`src/rtl/wdog_pkg.sv`:
```
package wdog_pkg;

    localparam int MULT_W    = 5;
    localparam int RES_W     = 2;
    localparam int CTRL_W    = 1 + MULT_W + RES_W;
    localparam int SHIFT_MAX = 2 * ((1 << RES_W) - 1);
    localparam int CNT_W     = MULT_W + SHIFT_MAX;

    typedef struct packed {
        logic              steer;
        logic [MULT_W-1:0] mult;
        logic [RES_W-1:0]  res;
    } wd_ctrl_t;

    typedef enum logic [1:0] {
        SRC_IDLE = 2'd0,
        SRC_FREQ = 2'd1,
        SRC_WDOG = 2'd2
    } pin_src_t;

    function automatic logic [CNT_W-1:0] timeout_ticks(input wd_ctrl_t c);
        logic [CNT_W-1:0] m;
        m = CNT_W'(c.mult);
        return m << {c.res, 1'b0};
    endfunction

    function automatic logic is_enabled(input wd_ctrl_t c);
        return |c.mult;
    endfunction

endpackage

```
`src/rtl/wdog_regs.sv`:
```
module wdog_regs
    import wdog_pkg::*;
(
    input  logic              clk,
    input  logic              rst,
    input  logic              wr_en,
    input  logic [CTRL_W-1:0] wdata,
    input  logic              auto_clr,
    output wd_ctrl_t          ctrl
);
    always_ff @(posedge clk) begin
        if (rst) begin
            ctrl <= '0;
        end else if (wr_en) begin
            ctrl <= wd_ctrl_t'(wdata);
        end else if (auto_clr) begin
            ctrl <= '0;
        end
    end
endmodule

```
`src/rtl/wdog_counter.sv`:
```
module wdog_counter
    import wdog_pkg::*;
(
    input  logic     clk,
    input  logic     rst,
    input  logic     tick,
    input  logic     restart,
    input  wd_ctrl_t ctrl,
    output logic     expire
);
    logic [CNT_W-1:0] cnt;
    logic [CNT_W-1:0] limit;
    logic             en;

    always_comb begin
        limit  = timeout_ticks(ctrl);
        en     = is_enabled(ctrl);
        expire = en && tick && !restart && (cnt == limit - CNT_W'(1));
    end

    always_ff @(posedge clk) begin
        if (rst || restart || expire) begin
            cnt <= '0;
        end else if (en && tick) begin
            cnt <= cnt + CNT_W'(1);
        end
    end
endmodule

```
`src/rtl/wdog_output.sv`:
```
module wdog_output
    import wdog_pkg::*;
#(
    parameter int PULSE_TICKS = 2
) (
    input  logic clk,
    input  logic rst,
    input  logic tick,
    input  logic expire,
    input  logic steer,
    input  logic owns_pin,
    input  logic access,
    input  logic flag_rd,
    input  logic ft_en,
    input  logic ft_wave,
    output logic wd_flag,
    output logic ft_clr,
    output logic irq_ft_n,
    output logic sys_rst_n
);
    localparam int PCNT_W = $clog2(PULSE_TICKS + 1);

    logic [PCNT_W-1:0] pcnt;
    pin_src_t          src;

    always_ff @(posedge clk) begin
        if (rst) begin
            wd_flag <= 1'b0;
            ft_clr  <= 1'b0;
            pcnt    <= '0;
        end else begin
            ft_clr <= expire && steer;
            if (expire && !steer) begin
                wd_flag <= 1'b1;
            end else if (access || flag_rd) begin
                wd_flag <= 1'b0;
            end
            if (expire && steer) begin
                pcnt <= PCNT_W'(PULSE_TICKS);
            end else if (pcnt != '0 && tick) begin
                pcnt <= pcnt - PCNT_W'(1);
            end
        end
    end

    always_comb begin
        if (owns_pin)   src = SRC_WDOG;
        else if (ft_en) src = SRC_FREQ;
        else            src = SRC_IDLE;
        case (src)
            SRC_WDOG: irq_ft_n = !wd_flag;
            SRC_FREQ: irq_ft_n = ft_wave;
            default:  irq_ft_n = 1'b1;
        endcase
        sys_rst_n = (pcnt == '0);
    end
endmodule

```
`src/rtl/wdog_steer.sv`:
```
module wdog_steer
    import wdog_pkg::*;
#(
    parameter int TICK_HZ      = 16,
    parameter int PULSE_TICKS  = 2,
    parameter int PULSE_MIN_MS = 40,
    parameter int PULSE_MAX_MS = 200
) (
    input  logic              clk,
    input  logic              rst,
    input  logic              tick,
    input  logic              reg_sel,
    input  logic              reg_rd,
    input  logic              reg_wr,
    input  logic [CTRL_W-1:0] reg_wdata,
    output logic [CTRL_W-1:0] reg_rdata,
    input  logic              flag_rd,
    output logic              wd_flag,
    input  logic              ft_en,
    input  logic              ft_wave,
    output logic              ft_clr,
    output logic              irq_ft_n,
    output logic              sys_rst_n
);
    localparam int PULSE_MS = (PULSE_TICKS * 1000) / TICK_HZ;

    generate
        if (PULSE_MS < PULSE_MIN_MS || PULSE_MS > PULSE_MAX_MS) begin : g_bad_pulse
            $error("reset pulse length outside the allowed window");
        end
    endgenerate

    wd_ctrl_t ctrl;
    logic     access;
    logic     expire;
    logic     owns_pin;

    assign access    = reg_sel && (reg_rd || reg_wr);
    assign owns_pin  = !ctrl.steer && is_enabled(ctrl);
    assign reg_rdata = ctrl;

    wdog_regs u_regs (
        .clk      (clk),
        .rst      (rst),
        .wr_en    (reg_sel && reg_wr),
        .wdata    (reg_wdata),
        .auto_clr (expire && ctrl.steer),
        .ctrl     (ctrl)
    );

    wdog_counter u_cnt (
        .clk     (clk),
        .rst     (rst),
        .tick    (tick),
        .restart (access),
        .ctrl    (ctrl),
        .expire  (expire)
    );

    wdog_output #(.PULSE_TICKS(PULSE_TICKS)) u_out (
        .clk       (clk),
        .rst       (rst),
        .tick      (tick),
        .expire    (expire),
        .steer     (ctrl.steer),
        .owns_pin  (owns_pin),
        .access    (access),
        .flag_rd   (flag_rd),
        .ft_en     (ft_en),
        .ft_wave   (ft_wave),
        .wd_flag   (wd_flag),
        .ft_clr    (ft_clr),
        .irq_ft_n  (irq_ft_n),
        .sys_rst_n (sys_rst_n)
    );
endmodule

```
`config.mk`:
```
export PLATFORM = sky130hd
export DESIGN_NAME = wdog_steer
export DESIGN_NICKNAME = d
export VERILOG_FILES = /design/src/rtl/wdog_pkg.sv /design/src/rtl/wdog_regs.sv /design/src/rtl/wdog_counter.sv /design/src/rtl/wdog_output.sv /design/src/rtl/wdog_steer.sv
export SDC_FILE = /design/constraint.sdc
export NUM_CORES = 1
export LEC_CHECK = 0
export ABC_AREA = 0
export CAP_MARGIN = 5
export CELL_PAD_IN_SITES_DETAIL_PLACEMENT = 1
export CELL_PAD_IN_SITES_GLOBAL_PLACEMENT = 1
export CORE_UTILIZATION = 42
export CTS_CLUSTER_DIAMETER = 50
export CTS_CLUSTER_SIZE = 16
export DETAILED_ROUTE_END_ITERATION = 8
export DONT_BUFFER_PORTS = 1
export PLACE_DENSITY_LB_ADDON = 0.1
export SLEW_MARGIN = 20
export SYNTH_ARGS = -nofsm -noshare
export SYNTH_HDL_FRONTEND = slang
export SYNTH_SLANG_ARGS = --single-unit
export TNS_END_PERCENT = 30
```
`constraint.sdc`:
```
create_clock -name clk -period 2.7 [get_ports clk]
set_input_delay 0.27 -clock clk [delete_from_list [all_inputs] [get_ports clk]]
set_output_delay 0.27 -clock clk [all_outputs]
set_load 0.01 [all_outputs]
```
## After elaboration in Yosys (flattened, before gate mapping)

Index checks and enable logic that the tools add are counted.

| storage, ports and cells | value |
|---|---|
| output and inout port bits | 12 |
| word-level logic and storage cells | 47 |
| register bits after elaboration | 23 |

| operators by class | value |
|---|---|
| add/sub/neg operators | 3 |
| shift-type cells | 1 |
| reductions and logical operators | 23 |
| eq/ne operators | 3 |
| multiplexer cells | 9 |

Operators with widths:

| kind | number |
|---|---|
| 8-bit two-way mux | 2 |
| 11-bit by 1-bit adder with 11-bit output, second input constant | 1 |
| 11-bit equality test | 1 |
| 5-bit by 3-bit left shift with 11-bit output | 1 |
| 11-bit by 1-bit subtractor with 11-bit output, second input constant | 1 |
| 1-bit logical AND | 9 |
| 2-bit nonzero test | 4 |
| 2-bit two-way mux | 3 |
| 5-bit OR reduction | 1 |
| 1-bit logical OR | 4 |
| 1-bit logical NOT | 3 |
| 1-bit two-way mux | 3 |
| 2-bit by 1-bit equality test with 1-bit output, second input constant | 1 |
| 2-bit equality test, second input constant | 1 |
| 2-bit logical NOT | 1 |
| 1-bit case mux with 2 select lines | 1 |
| 2-bit OR reduction | 1 |
| 2-bit by 1-bit subtractor with 2-bit output, second input constant | 1 |

## Depth between registers and ports, before layout

| logic depth | value |
|---|---|
| depth after elaboration | 8 |
| gate-level depth with buffers | 13 |
| depth with buffers taken out | 10 |

## By module

From an unflattened synthesis, not the netlist that was laid out.

| unflattened totals | value |
|---|---|
| cells, all modules | 203 |
| area total of the unflattened synthesis | 1,816.7 sq um |

By module, submodules not included:

| module | cells each | sequential area each (sq um) | instances | area each (sq um) |
|---|---|---|---|---|
| wdog_counter | 141 | 220.2 | 1 | 1,212.4 |
| wdog_regs | 36 | 160.2 | 1 | 377.9 |
| wdog_output | 20 | 80.1 | 1 | 192.7 |
| wdog_steer | 6 | 0.0 | 1 | 33.8 |

## Least setup slack after synthesis

No wires, ideal clock.

| path | value |
|---|---|
| path kind | reg2reg |
| start | register u_regs.ctrl[0] (netlist name) |
| end | register u_regs.ctrl[0] (netlist name) |
| data required time | 2,583 ps |
| setup slack | -65 ps |
| library setup time | 117 ps |
| cell stages (with the launch flop) | 11 |
| arrival | 2,647 ps |
| period minus slack after synthesis | 2,765 ps |
| path buffers | 1 |
| path through | dfxtp_1 > buf_2 > or3b_1 > ha_1 > xnor2_1 > xnor2_1 > nor3_1 > o32ai_2 > a2111oi_4 > a21oi_2 > a32o_1 |

| on the way | value |
|---|---|
| longest elaborated chain between the ends | 6 |

Ends and longest elaborated chain:

| what | RTL line | RTL |
|---|---|---|
| 5-bit by 3-bit left shift with 11-bit output | wdog_pkg.sv:24 | `return m << {c.res, 1'b0};` |
| 11-bit by 1-bit subtractor with 11-bit output | wdog_counter.sv:18 | `expire = en && tick && !restart && (cnt == limit - CNT_W'(1));` |
| 11-bit equality test | wdog_counter.sv:18 |  |
| 1-bit logical AND | wdog_counter.sv:18 |  |
| 1-bit logical AND | wdog_steer.sv:47 | `.auto_clr (expire && ctrl.steer),` |
| 2-bit nonzero test (no source line) | n/a |  |

No other way between the ends.
A chain may end at the register's enable or synchronous reset.

## Worst setup path after layout

| path | value |
|---|---|
| start | register u_regs.ctrl[0] (netlist name) |
| end | register u_regs.ctrl[1] (netlist name) |

| on the way | value |
|---|---|
| longest elaborated chain between the ends | 6 |

Ends and longest elaborated chain:

| what | RTL line |
|---|---|
| 5-bit by 3-bit left shift with 11-bit output | wdog_pkg.sv:24 |
| 11-bit by 1-bit subtractor with 11-bit output | wdog_counter.sv:18 |
| 11-bit equality test | wdog_counter.sv:18 |
| 1-bit logical AND | wdog_counter.sv:18 |
| 1-bit logical AND | wdog_steer.sv:47 |
| 2-bit nonzero test (no source line) | n/a |

No other way between the ends.

==> implementation parameters <==
Parameter                              Value

Run status
  Outcome    finished, final reports clean

Route
  DRC violation total after the first TritonRoute iteration    42
  Antenna Nets Post-Route    0
  Via count    about 1500
  DRC violation count after routing    0
  Total wire length    4250 µm
  Detail-routed net length per standard cell    between 15 and 20 µm
  DR vias/cell    roughly 5.7
  Pre-antenna DRT Iters    4

Power and ir drop
  Reported leakage power    approximately 0.65 nW
  Peak ir drop on the vdd network    232 µV
  Part of the power in combinational logic    approximately 25%
  Switching share of total power    between 20% and 30%
  Power Density    approximately 420 nW/µm²
  Clock network fraction of design power    27.7%
  Relative contribution of sequential cells to total power    47.3%
  Total Power    around 0.77 mW
  Total internal power    around 0.54 mW
  Net switching component of the power    between 0.2 and 0.25 mW

Cells and area
  Final cell area excluding filler cells    ~1800 µm²
  Fraction of layout cells with a size suffix above 1    about 17%
  Area growth from synthesis to final layout    14.5%
  Number of diodes added for antenna fixing    0
  Number of filler instances in the final layout    between 400 and 500
  Number of nets in the finished design    229
  Final core area utilization    between 50% and 60%

Clock tree
  Buffers inserted during post-CTS setup optimization    0
  Clock Sink Count    23
  CTS tree    yes
  Latest clock arrival within the worst-skew pair    about 0.26 ns
  Number of buffers created by CTS    3
  Hold buffers post-CTS    0
  Clock transition at the register clock pins on the worst setup and hold paths after CTS    roughly 0.08 ns
  Maximum count of clock buffers along a single path    2
  Max H-tree Level    1
  CTS Root Buffer Type    sky130_fd_sc_hd__clkbuf_8

STA
  RSZ-0062 raised after global routing    yes
  Final Hold Fails    0
  Min Clock Period, post-route    about 2.7 ns
  Post-Route Skew    slightly below 0.004 ns
  Final max-slew violation count    0
  Maximum clock frequency    between 300 and 400 MHz
  Final setup margin    between 0.03 and 0.04 ns
  Worst max-slew margin expressed relative to the limit    67.0%
  Final period util    between 90% and 100%
  Number of failing setup endpoints in the final timing report    0
  Pin slew with the least headroom to its limit    0.493 ns

Synthesis
  Number of warnings reported in the yosys synthesis log    0
  Synth top area cells    sky130_fd_sc_hd__dfxtp_1, sky130_fd_sc_hd__xnor2_1, sky130_fd_sc_hd__xor2_1
  Commonest register cell after synthesis    sky130_fd_sc_hd__dfxtp_1
  Post-Synthesis Net Count    217
  Asr flop ratio synth    0%
  Distinct cell type count of the synthesized netlist    45
  Portion of the post-synthesis area used by sequential elements    about 29%
  Synth top area share    28.6%
  Synth Register Bits    23
  Largest area contributor in the synthesized netlist    sky130_fd_sc_hd__dfxtp_1
  Top cells by instance count after synthesis    sky130_fd_sc_hd__dfxtp_1, sky130_fd_sc_hd__nor2_1, sky130_fd_sc_hd__xnor2_1, sky130_fd_sc_hd__nand2_1, sky130_fd_sc_hd__xor2_1
  Synthesized area per cell    roughly 8.2 µm²
  Number of synthesized flops with an enable pin    0
  Cell area after synthesis    1610 µm²
  Number of instances in the synthesized netlist    197

Run
  Number of max-cap violations    0

Worst setup path
  Critical Path, Cell by Cell    or3b_4 -> ha_4 -> xnor2_1 -> xnor2_1 -> nor3b_2 -> nand4_1 -> a2111oi_4 -> a21oi_4 -> a32o_1
  CP Class    register to register
  Maximum net fanout on the critical path    8
  CP required    between 2 and 3 ns
  Crit path capture type    register
  Gate family responsible for the most delay along the worst path    simple AND/OR/NAND/NOR gates
  CP max-delay cell    sky130_fd_sc_hd__or3b_4
  Worst endpoint data arrival time    roughly 2.8 ns
  Combined buffer and inverter count along the critical path    0
  Crit start category    register
  Cell mode on critical path    sky130_fd_sc_hd__xnor2_1
  Slowest cell delay on critical path    about 0.43 ns

Floorplan
  Height of the chip    ~64 µm
  Starting Density    43.9%
  Area of the core region    3660 µm²
  Number of top-level pins    29
  Area of the die    just over 4000 µm²
  Std-Cell Rows    22
  Die Span X    approximately 64 µm

Placed design
  Placed wire-length estimate    between 3000 and 4000 µm
  Post-DP Area    around 1800 µm²
  Port Buffers    0
  Final RePlAce weighted congestion    just under 0.9
  Pre-CTS setup slack    -0.0359 ns

GRT
  Global-route wire length before repair    approximately 7300 µm
  Number of global-route vias before repair    ~1600
  Overall global routing resource usage    a little under a quarter
  Overflow after GRT    0
  Antenna violations before repair    0
  Largest net degree at the start of global routing    13

Hold path
  Path type of the worst min-delay path    input pin to register
-- registers in the layout, indices dropped and copies added, names as in the netlist --
name           count
u_out.wd_flag      1
u_out.pcnt         2
u_out.ft_clr       1
u_regs.ctrl        8
u_cnt.cnt         11
-- per-layer routing --
metal | wire length [µm] | GRT usage, % | share of wire (%) | up-vias
met5 | 0 | 0 | 0 | -
met4 | 54 | 7.67 | 1.3 | 0
met3 | 110 | 4.11 | 2.6 | 7
met2 | 2200 | 41.5 | 52 | 23
met1 | 1880 | 27.3 | 44 | 712
li1 | - | - | - | 711
-- power by group through the flow --
stage          clock, mW  sequential, mW  combinational, mW
6_report           0.213           0.364              0.192
5_1_grt            0.240           0.366              0.211
4_1_cts            0.220           0.363              0.193
3_5_place_dp           0           0.371              0.191
3_3_place_gp           0           0.371              0.184
2_1_floorplan          0           0.368              0.138
-- cells in the final DEF, fill, tap and decap left out, types with 2 or more instances in the layout --
| cell type | count |
|---|---|
| sky130_fd_sc_hd__mux2i_1 | 6 |
| sky130_fd_sc_hd__nand2_1 | 16 |
| sky130_fd_sc_hd__nand4_1 | 2 |
| sky130_fd_sc_hd__o21ai_1 | 4 |
| sky130_fd_sc_hd__a32o_1 | 7 |
| sky130_fd_sc_hd__a21oi_1 | 8 |
| sky130_fd_sc_hd__xor2_1 | 12 |
| sky130_fd_sc_hd__nor3_1 | 3 |
| sky130_fd_sc_hd__dfxtp_2 | 2 |
| sky130_fd_sc_hd__inv_1 | 7 |
| sky130_fd_sc_hd__xnor2_1 | 17 |
| sky130_fd_sc_hd__nor4_1 | 3 |
| sky130_fd_sc_hd__nand3_1 | 9 |
| sky130_fd_sc_hd__clkbuf_8 | 3 |
| sky130_fd_sc_hd__mux2_2 | 2 |
| sky130_fd_sc_hd__nor2_1 | 23 |
| sky130_fd_sc_hd__buf_4 | 20 |
| sky130_fd_sc_hd__dfxtp_1 | 21 |
| sky130_fd_sc_hd__nor2b_1 | 2 |
| sky130_fd_sc_hd__o21ai_0 | 6 |
| sky130_fd_sc_hd__nand3b_1 | 4 |
| sky130_fd_sc_hd__ha_1 | 2 |
| sky130_fd_sc_hd__a211oi_1 | 2 |
| sky130_fd_sc_hd__and3_1 | 2 |
-- cell type report --
type                       count  area [µm²]  share of cell area, %
sequential                    23         463                   25.2
multi-input combinational    153        1080                   58.5
tap                           48        60.1                   3.26
timing repair buffer          21         170                   9.25
clock buffer                   4        45.0                   2.45
inverter                       7        26.3                   1.43
-- worst register-to-register path: stages (launching register included) --
cell and delay (ns):
sky130_fd_sc_hd__dfxtp_2 0.36, sky130_fd_sc_hd__or3b_4 0.43, sky130_fd_sc_hd__ha_4 0.20, sky130_fd_sc_hd__xnor2_1 0.18, sky130_fd_sc_hd__xnor2_1 0.13, sky130_fd_sc_hd__nor3b_2 0.26, sky130_fd_sc_hd__nand4_1 0.20, sky130_fd_sc_hd__a2111oi_4 0.34
sky130_fd_sc_hd__a21oi_4 0.15, sky130_fd_sc_hd__a32o_1 0.29
-- timing repair --
action                                  CTS  global route
endpoints found under the setup margin    7            23
pin swaps                                 1             0
resized for setup                         2             2
hold endpoints to repair                  0             0
-- cell families after synthesis --
kind of cell             share of synthesized area, %
AND/OR/NAND/NOR                                  22.3
multiplexers                                     5.14
buffers and inverters                            6.15
adder cells (fa/ha/maj)                          2.33
XOR/XNOR                                         15.8
AO/OA/AOI/OAI                                    19.6
flip-flops                                       28.6
-- per-stage QoR --
step	setup TNS (ns)	instances	hold WS, ns
floorplan	0	197	0.339
global placement	0	252	0.341
detailed placement	-0.140	252	0.343
CTS	0	256	0.0581
global route	-2.56	256	0.0493
finish	0	256	0.0640
-- final timing paths --
check,start,end,slack [ns],cells past startpoint
min,rst,u_out.wd_flag$_SDFFE_PP0P_,0.06,1
max reg2reg,u_regs.ctrl[0]$_SDFFE_PP0P_,u_regs.ctrl[1]$_SDFFE_PP0P_,0.04,9
min reg2reg,u_out.wd_flag$_SDFFE_PP0P_,u_out.wd_flag$_SDFFE_PP0P_,0.57,2
max,u_regs.ctrl[0]$_SDFFE_PP0P_,u_regs.ctrl[1]$_SDFFE_PP0P_,0.04,9
No activity file was read; power rests on OpenSTA's default activity.
